==> src/rtl/fsp_pkg.sv <==
package fsp_pkg;
    localparam int IW = 16;   // instruction width
    localparam int DW = 8;    // register width
    localparam int RW = 3;    // register index width
    localparam int NREG = 1 << RW;

    typedef logic [3:0] opc_t;
    localparam opc_t OP_NOP   = 4'd0;
    localparam opc_t OP_ADD   = 4'd1;
    localparam opc_t OP_SUB   = 4'd2;
    localparam opc_t OP_LDI   = 4'd3;
    localparam opc_t OP_LOAD  = 4'd4;
    localparam opc_t OP_STORE = 4'd5;
    localparam opc_t OP_BEQZ  = 4'd6;

    typedef enum logic [1:0] {
        ST_RUN     = 2'd0,
        ST_BR_OPER = 2'd1,
        ST_BR_EXEC = 2'd2
    } ctl_st_e;

    function automatic opc_t op_of(input logic [IW-1:0] ir);
        return ir[IW-1 -: 4];
    endfunction
endpackage

==> src/rtl/fsp_ctrl.sv <==
module fsp_ctrl
    import fsp_pkg::*;
(
    input  logic    clk,
    input  logic    rst_n,
    input  logic    irq_i,
    input  logic    d_br_i,
    input  logic    stall_i,
    output logic    hold_o,
    output ctl_st_e st_o
);
    ctl_st_e st_q, st_d;

    always_ff @(posedge clk) begin
        if (!rst_n) st_q <= ST_RUN;
        else        st_q <= st_d;
    end

    always_comb begin
        st_d = st_q;
        unique case (st_q)
            ST_RUN:     st_d = (d_br_i && !irq_i && !stall_i) ? ST_BR_OPER : ST_RUN;
            ST_BR_OPER: st_d = irq_i ? ST_RUN : ST_BR_EXEC;
            ST_BR_EXEC: st_d = ST_RUN;
            default:    st_d = ST_RUN;
        endcase
    end

    always_comb begin
        st_o   = st_q;
        hold_o = (st_q == ST_BR_OPER) || ((st_q == ST_RUN) && d_br_i);
    end
endmodule

==> src/rtl/fsp_mem.sv <==
module fsp_mem #(
    parameter int DEPTH    = 16,
    parameter int DW       = 8,
    parameter int INIT_MUL = 0,
    parameter int INIT_ADD = 0,
    localparam int AW      = $clog2(DEPTH)
) (
    input  logic          clk,
    input  logic          init_i,
    input  logic          we_i,
    input  logic [AW-1:0] wa_i,
    input  logic [DW-1:0] wd_i,
    input  logic [AW-1:0] ra_i,
    output logic [DW-1:0] rd_o
);
    logic [DW-1:0] mem [DEPTH];

    always_ff @(posedge clk) begin
        if (init_i) begin
            for (int i = 0; i < DEPTH; i++) mem[i] <= DW'(i * INIT_MUL + INIT_ADD);
        end else if (we_i) begin
            mem[wa_i] <= wd_i;
        end
    end

    assign rd_o = mem[ra_i];
endmodule

==> src/rtl/fsp_regfile.sv <==
module fsp_regfile
    import fsp_pkg::*;
(
    input  logic          clk,
    input  logic          rst_n,
    input  logic          we_i,
    input  logic [RW-1:0] wa_i,
    input  logic [DW-1:0] wd_i,
    input  logic [RW-1:0] ra_i,
    input  logic [RW-1:0] rb_i,
    input  logic [RW-1:0] rc_i,
    output logic [DW-1:0] a_o,
    output logic [DW-1:0] b_o,
    output logic [DW-1:0] c_o
);
    logic [DW-1:0] rf [NREG];

    always_ff @(posedge clk) begin
        if (!rst_n) begin
            for (int i = 0; i < NREG; i++) rf[i] <= '0;
        end else if (we_i) begin
            rf[wa_i] <= wd_i;
        end
    end

    assign a_o = rf[ra_i];
    assign b_o = rf[rb_i];
    assign c_o = rf[rc_i];
endmodule

==> src/rtl/fsp_exec.sv <==
module fsp_exec
    import fsp_pkg::*;
(
    input  logic          vld_i,
    input  opc_t          op_i,
    input  logic [DW-1:0] imm_i,
    input  logic [DW-1:0] a_i,
    input  logic [DW-1:0] b_i,
    input  logic [DW-1:0] c_i,
    input  logic [DW-1:0] ld_i,
    output logic          wb_en_o,
    output logic [DW-1:0] wb_data_o,
    output logic          st_en_o,
    output logic          taken_o
);
    always_comb begin
        wb_en_o   = 1'b0;
        wb_data_o = '0;
        st_en_o   = 1'b0;
        taken_o   = 1'b0;
        if (vld_i) begin
            unique case (op_i)
                OP_ADD:   begin wb_en_o = 1'b1; wb_data_o = a_i + b_i; end
                OP_SUB:   begin wb_en_o = 1'b1; wb_data_o = a_i - b_i; end
                OP_LDI:   begin wb_en_o = 1'b1; wb_data_o = imm_i;     end
                OP_LOAD:  begin wb_en_o = 1'b1; wb_data_o = ld_i;      end
                OP_STORE: st_en_o = 1'b1;
                OP_BEQZ:  taken_o = (c_i == '0);
                default:  ;
            endcase
        end
    end
endmodule

==> src/rtl/fsp_core.sv <==
module fsp_core
    import fsp_pkg::*;
#(
    parameter int IMEM_DEPTH = 64,
    parameter int DMEM_DEPTH = 16,
    parameter int RESET_PC   = 0,
    parameter int IRQ_VEC    = 48
) (
    input  logic                          clk,
    input  logic                          rst_n,
    input  logic                          irq_i,
    input  logic                          prog_we_i,
    input  logic [$clog2(IMEM_DEPTH)-1:0] prog_addr_i,
    input  logic [15:0]                   prog_data_i,
    output logic                          retire_o,
    output logic [$clog2(IMEM_DEPTH)-1:0] retire_pc_o,
    output logic                          wb_en_o,
    output logic [2:0]                    wb_reg_o,
    output logic [7:0]                    wb_data_o,
    output logic                          st_en_o,
    output logic [$clog2(DMEM_DEPTH)-1:0] st_addr_o,
    output logic [7:0]                    st_data_o
);
    localparam int PC_W = $clog2(IMEM_DEPTH);
    localparam int DA_W = $clog2(DMEM_DEPTH);

    // Segment registers: IF, DC, OF, EX
    logic            f_v, d_v, o_v, e_v;
    logic [PC_W-1:0] f_pc, d_pc, o_pc, e_pc, pc_q;
    logic [IW-1:0]   f_ir, d_ir, o_ir, e_ir;
    logic [DW-1:0]   e_opnd;

    logic            hold_fd, stall_mem, taken, redirect, d_br;
    logic [PC_W-1:0] redir_pc, fetch_pc, br_tgt;
    logic [IW-1:0]   im_rd;
    logic [DW-1:0]   dm_rd, ra_v, rb_v, rc_v, wb_data;
    logic            wb_en, st_en;
    ctl_st_e         ctl_st;

    assign d_br      = d_v && (op_of(d_ir) == OP_BEQZ);
    assign stall_mem = e_v && (op_of(e_ir) == OP_STORE) && o_v && (op_of(o_ir) == OP_LOAD);
    assign br_tgt    = e_ir[PC_W-1:0];
    assign redirect  = irq_i || taken;
    assign redir_pc  = irq_i ? PC_W'(IRQ_VEC) : br_tgt;
    assign fetch_pc  = redirect ? redir_pc : pc_q;

    fsp_ctrl u_ctrl (
        .clk     (clk),
        .rst_n   (rst_n),
        .irq_i   (irq_i),
        .d_br_i  (d_br),
        .stall_i (stall_mem),
        .hold_o  (hold_fd),
        .st_o    (ctl_st)
    );

    fsp_mem #(.DEPTH(IMEM_DEPTH), .DW(IW), .INIT_MUL(0), .INIT_ADD(0)) u_imem (
        .clk    (clk),
        .init_i (1'b0),
        .we_i   (prog_we_i),
        .wa_i   (prog_addr_i),
        .wd_i   (prog_data_i),
        .ra_i   (fetch_pc),
        .rd_o   (im_rd)
    );

    fsp_mem #(.DEPTH(DMEM_DEPTH), .DW(DW), .INIT_MUL(7), .INIT_ADD(3)) u_dmem (
        .clk    (clk),
        .init_i (!rst_n),
        .we_i   (st_en),
        .wa_i   (e_ir[DA_W-1:0]),
        .wd_i   (rc_v),
        .ra_i   (o_ir[DA_W-1:0]),
        .rd_o   (dm_rd)
    );

    fsp_regfile u_rf (
        .clk   (clk),
        .rst_n (rst_n),
        .we_i  (wb_en),
        .wa_i  (e_ir[11:9]),
        .wd_i  (wb_data),
        .ra_i  (e_ir[8:6]),
        .rb_i  (e_ir[5:3]),
        .rc_i  (e_ir[11:9]),
        .a_o   (ra_v),
        .b_o   (rb_v),
        .c_o   (rc_v)
    );

    fsp_exec u_exec (
        .vld_i     (e_v),
        .op_i      (op_of(e_ir)),
        .imm_i     (e_ir[7:0]),
        .a_i       (ra_v),
        .b_i       (rb_v),
        .c_i       (rc_v),
        .ld_i      (e_opnd),
        .wb_en_o   (wb_en),
        .wb_data_o (wb_data),
        .st_en_o   (st_en),
        .taken_o   (taken)
    );

    always_ff @(posedge clk) begin
        if (!rst_n) begin
            pc_q <= PC_W'(RESET_PC);
            f_v <= 1'b0; d_v <= 1'b0; o_v <= 1'b0; e_v <= 1'b0;
            f_pc <= '0;  d_pc <= '0;  o_pc <= '0;  e_pc <= '0;
            f_ir <= '0;  d_ir <= '0;  o_ir <= '0;  e_ir <= '0;
            e_opnd <= '0;
        end else if (redirect) begin
            // Interrupt or taken branch: EX commits, younger work is dropped
            f_v  <= 1'b1;
            f_pc <= redir_pc;
            f_ir <= im_rd;
            pc_q <= redir_pc + 1'b1;
            d_v  <= 1'b0;
            o_v  <= 1'b0;
            e_v  <= 1'b0;
        end else if (stall_mem) begin
            // Load in OF waits for the store in EX to use the data port
            e_v <= 1'b0;
        end else begin
            e_v    <= o_v;
            e_pc   <= o_pc;
            e_ir   <= o_ir;
            e_opnd <= dm_rd;
            o_v    <= d_v;
            o_pc   <= d_pc;
            o_ir   <= d_ir;
            if (hold_fd) begin
                d_v <= 1'b0;
            end else begin
                d_v  <= f_v;
                d_pc <= f_pc;
                d_ir <= f_ir;
                f_v  <= 1'b1;
                f_pc <= pc_q;
                f_ir <= im_rd;
                pc_q <= pc_q + 1'b1;
            end
        end
    end

    assign retire_o    = e_v;
    assign retire_pc_o = e_pc;
    assign wb_en_o     = wb_en;
    assign wb_reg_o    = e_ir[11:9];
    assign wb_data_o   = wb_data;
    assign st_en_o     = st_en;
    assign st_addr_o   = e_ir[DA_W-1:0];
    assign st_data_o   = rc_v;

    // Branch window: segments behind a resolving branch carry bubbles
    assert_branch_shadow_R4: assert property (@(posedge clk) disable iff (!rst_n)
        (e_v && op_of(e_ir) == OP_BEQZ) |-> (!d_v && !o_v));

    assert_fd_freeze_R4: assert property (@(posedge clk) disable iff (!rst_n)
        (d_br && !irq_i && !stall_mem) |=> (!d_v && $stable(f_pc) && $stable(pc_q)));

    assert_oper_state_R4: assert property (@(posedge clk) disable iff (!rst_n)
        (ctl_st == ST_BR_OPER) |-> (o_v && op_of(o_ir) == OP_BEQZ));

    assert_exec_state_R4: assert property (@(posedge clk) disable iff (!rst_n)
        (ctl_st == ST_BR_EXEC) |-> (e_v && op_of(e_ir) == OP_BEQZ));

    assert_taken_target_R5: assert property (@(posedge clk) disable iff (!rst_n)
        (taken && !irq_i) |=> (f_v && f_pc == $past(br_tgt)));

    assert_mem_wait_R6: assert property (@(posedge clk) disable iff (!rst_n)
        (stall_mem && !irq_i) |=> (!e_v && o_v && $stable(o_pc)));

    assert_irq_flush_R7: assert property (@(posedge clk) disable iff (!rst_n)
        irq_i |=> (!d_v && !o_v && !e_v && f_v));

    assert_irq_wins_R8: assert property (@(posedge clk) disable iff (!rst_n)
        (irq_i && taken) |=> (f_pc == PC_W'(IRQ_VEC)));

    assert_wb_retire_R9: assert property (@(posedge clk) disable iff (!rst_n)
        (wb_en_o || st_en_o) |-> (retire_o && !(wb_en_o && st_en_o)));
endmodule

==> config.mk <==
export PLATFORM = sky130hd
export DESIGN_NAME = fsp_core
export DESIGN_NICKNAME = d
export VERILOG_FILES = /design/src/rtl/fsp_pkg.sv /design/src/rtl/fsp_ctrl.sv /design/src/rtl/fsp_mem.sv /design/src/rtl/fsp_regfile.sv /design/src/rtl/fsp_exec.sv /design/src/rtl/fsp_core.sv
export SDC_FILE = /design/constraint.sdc
export NUM_CORES = 2
export LEC_CHECK = 0
export BUFFER_PORTS_ARGS = -buffer_cell sky130_fd_sc_hd__buf_2
export CORE_MARGIN = 3
export CORE_UTILIZATION = 55
export DETAILED_ROUTE_END_ITERATION = 8
export GPL_ROUTABILITY_DRIVEN = 0
export GPL_TIMING_DRIVEN = 0
export PLACE_DENSITY = 0.75
export SYNTH_ARGS = -nofsm -noshare
export SYNTH_HDL_FRONTEND = slang
export SYNTH_SLANG_ARGS = --single-unit
==> constraint.sdc <==
create_clock -name clk -period 4.4 [get_ports clk]
set_input_delay 0.88 -clock clk [delete_from_list [all_inputs] [get_ports clk]]
set_output_delay 0.88 -clock clk [all_outputs]
set_load 0.01 [all_outputs]
==> reports/qor.csv <==
stage,metric,value,unit
drt,drcViolationCount,0,
placed_design,hpwl,103000,um
cells_and_area,layout_common_cells,"1,216 x edfxtp_1, 874 x nand2_1, 311 x nor2_1",
drt,dr.pass1.iters,8,
clock_tree,clockBufferDepth,3,
drt,vias_per_cell,6.45,
power_and_ir_drop,power.density,416,nW/um2
sta,timing.final.crit_share,113,%
synthesis,avgSynthCellArea,13.5,um2
drt,drtIter0Drc,5867,
grt,track_usage,30.7,%
power_and_ir_drop,vdd_drop_max,0.000407,V
sta,slew-limit-headroom,3.78,%
synthesis,synth_ff_type,edfxtp_1,
critical_path,crit_chain,buf_8 -> mux4_2 -> mux2i_4 -> ha_4 -> nor2_4 -> a21oi_2 -> inv_1 -> ha_4 -> nor2b_4 -> o21ai_2 -> a21boi_2 -> o21ai_2 -> a21boi_2 -> o21ai_2 -> nand3_1 -> nor3b_4 -> o21ai_4 -> inv_2 -> buf_6,
critical_path,end_kind,output port,
clock_tree,cts_buffers,132,
critical_path,cp_max_fo,7,
synthesis,synth_top_family_by_area,simple AND/OR/NAND/NOR gates,
drt,postRouteWirelength,161000,um
synthesis,ys_ff_latch,1333,
grt,grt-ovfl-total,0,
drt,ant_nets,0,
cells_and_area,area_growth,15.3,%
synthesis,syn_nets,4095,
synthesis,seq_area_frac_synth,70.7,%
drt,detail_route.wl_per_cell,28.1,um
synthesis,syn_area,55000,um2
power_and_ir_drop,p_leak,20.6,nW
power_and_ir_drop,p_total,0.0263,W
synthesis,synth_xor_area_share,0.191,%
die,fp.dieW,322,um
grt,grt_max_degree,65,
sta,maxSlewViolCount,0,
die,floorplan.initialDensity,55.7,%
critical_path,crit_path_max_incr_delay,0.54,ns
critical_path,cp.required,3.52,ns
drt,vias,36800,
synthesis,synth-adder-area-share,0.241,%
clock_tree,cts_tree,done,
sta,hold_viol,0,
die,core-area,98700,um2
outcome,status,"finished, violations left",
synthesis,yosysWarnings,0,
clock_tree,hold_buffers,0,
sta,finalSetupViolCount,11,
critical_path,cp.arrival,4.08,ns
grt,grt_antenna_before_repair,8,
clock_tree,cts_sinks,1333,
clock_tree,h-tree-depth,4,
die,die_h,322,um
synthesis,synthSimpleGateAreaFrac,12.3,%
sta,fmax,202,MHz
grt,grt_pass1_wl,232000,um
die,pin_count,58,
synthesis,synth_edf_count,1216,
sta,worst_pin_slew,1.44,ns
sta,grt_setup_unrepaired,yes,
cells_and_area,fin_nets,4351,
sta,fin_skew,0.0199,ns
critical_path,cp_slowest_cell,mux4_2,
cells_and_area,fillers,6868,
synthesis,synth_cells,4059,
outcome,violations,setup timing,
placed_design,io_buffers,54,
clock_tree,root_buffer,clkbuf_16,
sta,hold_slack,0.455,ns
cells_and_area,final_common_cell,edfxtp_1,
cells_and_area,final_cells,5709,
critical_path,cpMostUsedCell,o21ai_2,
cells_and_area,drive_gt1_share,19.1,%
critical_path,path_class,register to output port,
synthesis,ys_types,81,
grt,grt_pass1_vias,35800,
clock_tree,path_clk_slew,0.06,ns
synthesis,synth_compound_area_share,6.99,%
placed_design,place_inst,5424,
run,maxCapViolCount,0,
sta,setup_slack,-0.557,ns
sta,final.setup.tns,-2.21,ns
sta,min_period,4.96,ns
hold_path,hold_class,register to register,
die,design.die.area,104000,um2
synthesis,synth-async-reset-ratio,0,%
clock_tree,clk-insertion-delay-late,0.74,ns
synthesis,muxShareOfSynthArea,7.00,%
critical_path,worstSetupStartpointType,register,
die,rows,115,
## kinds of logic after synthesis
logic type,Yosys count
simple gates,1597
flops,1333
fa+ha+maj,10
mux,246
compound gates,571
buf+inv,290
xor+xnor,12
## synthesized netlist by cell type (16+ instances only)
library cell / n / area share [%]
nand3_1: 145 / 1.3
inv_1: 25 / 0.17
a221oi_1: 21 / 0.33
buf_2: 101 / 0.92
buf_4: 24 / 0.33
clkbuf_1: 109 / 0.74
nor2_1: 366 / 2.5
o21ai_0: 75 / 0.68
mux4_2: 103 / 4.2
and3_1: 44 / 0.50
a22oi_1: 23 / 0.31
mux2i_1: 125 / 2.3
a32oi_1: 16 / 0.25
a21oi_1: 171 / 1.6
and4_1: 18 / 0.29
edfxtp_1: 1216 / 66
nor2b_1: 16 / 0.18
a31oi_1: 38 / 0.43
nor4_1: 32 / 0.36
o21ai_1: 16 / 0.15
a21boi_0: 80 / 1.1
nor3_1: 32 / 0.29
a211oi_1: 24 / 0.33
a311oi_1: 16 / 0.25
nand2_1: 884 / 6.0
dfxtp_1: 117 / 4.3
## metrics by stage
stage | instance area (um2) | util [%] | setup WS, ns
global placement | 56900 | 57.6 | -1.79
CTS | 62700 | 63.5 | -0.816
detailed placement | 57300 | 58.0 | -1.87
floorplan | 55000 | - | 0.0511
global route | 63400 | 64.2 | -0.729
finish | 63400 | 64.2 | -0.557
## layout make-up
class / instances / area [um2] / area share [%]
clock inverters: 71 / 676 / 1.07
clock buffers: 169 / 3540 / 5.58
multi-input cells: 2436 / 16000 / 25.3
flip-flops and latches: 1333 / 38900 / 61.3
well taps: 1287 / 1610 / 2.54
plain buffers: 258 / 1480 / 2.34
inverters: 26 / 103 / 0.162
repair buffers: 128 / 1080 / 1.70
diodes: 1 / 2.50 / 0.00395
## critical path: cells and delay by family, from the launching register on
family,cells,cell delay (ns)
AO/OA/AOI/OAI,7,0.92
adder cells (fa/ha/maj),2,0.44
buffers and inverters,4,0.44
flip-flops,1,0.33
multiplexers,2,0.75
AND/OR/NAND/NOR,4,0.47
## routing by layer
layer	share of wire [%]	vias up	GRT usage, %	wire [um]
met5	0.015	-	0	24
met4	6.1	4	17.3	9760
met3	12	540	7.65	18900
met2	47	2645	48.8	75900
met1	35	18100	38.9	56000
li1	-	15600	-	-
## report_power, final
part | switching (W) | internal [W]
logic | 0.000847 | 0.000340
clock network | 0.00476 | 0.00636
registers | 0.0000820 | 0.0140
total | 0.00569 | 0.0207
## sequential cells by signal (all words and copies together), names as in the netlist, named ones only
| name | flops |
|---|---|
| retire_o | 1 |
| d_pc | 6 |
| u_dmem.mem | 128 |
| e_ir | 16 |
| u_rf.rf | 64 |
| f_pc | 6 |
| o_pc | 6 |
| o_ir | 16 |
| u_ctrl.st_o | 2 |
| e_opnd | 8 |
| u_imem.mem | 1024 |
| d_v | 1 |
| pc_q | 6 |
| d_ir | 16 |
| f_v | 1 |
| o_v | 1 |
| retire_pc_o | 6 |
| f_ir | 16 |
## timing repair
item                       in CTS  in global routing
resized for setup             184                146
pin swaps                      21                 22
setup endpoints to repair      40                 27
buffers inserted               38                  9
## final timing paths
kind              cells after the start                           to  slack, ns                 start
hold / removal                        2  retire_pc_o[3]$_SDFFE_PN0P_       0.45  o_pc[3]$_SDFFE_PN0P_
setup reg to reg                     16         f_ir[4]$_SDFFE_PN0P_      -0.05              register
hold reg to reg                       2  retire_pc_o[3]$_SDFFE_PN0P_       0.45  o_pc[3]$_SDFFE_PN0P_
setup / recovery                     19                 wb_data_o[7]      -0.56              register
No activity file was read; power rests on OpenSTA's default activity.
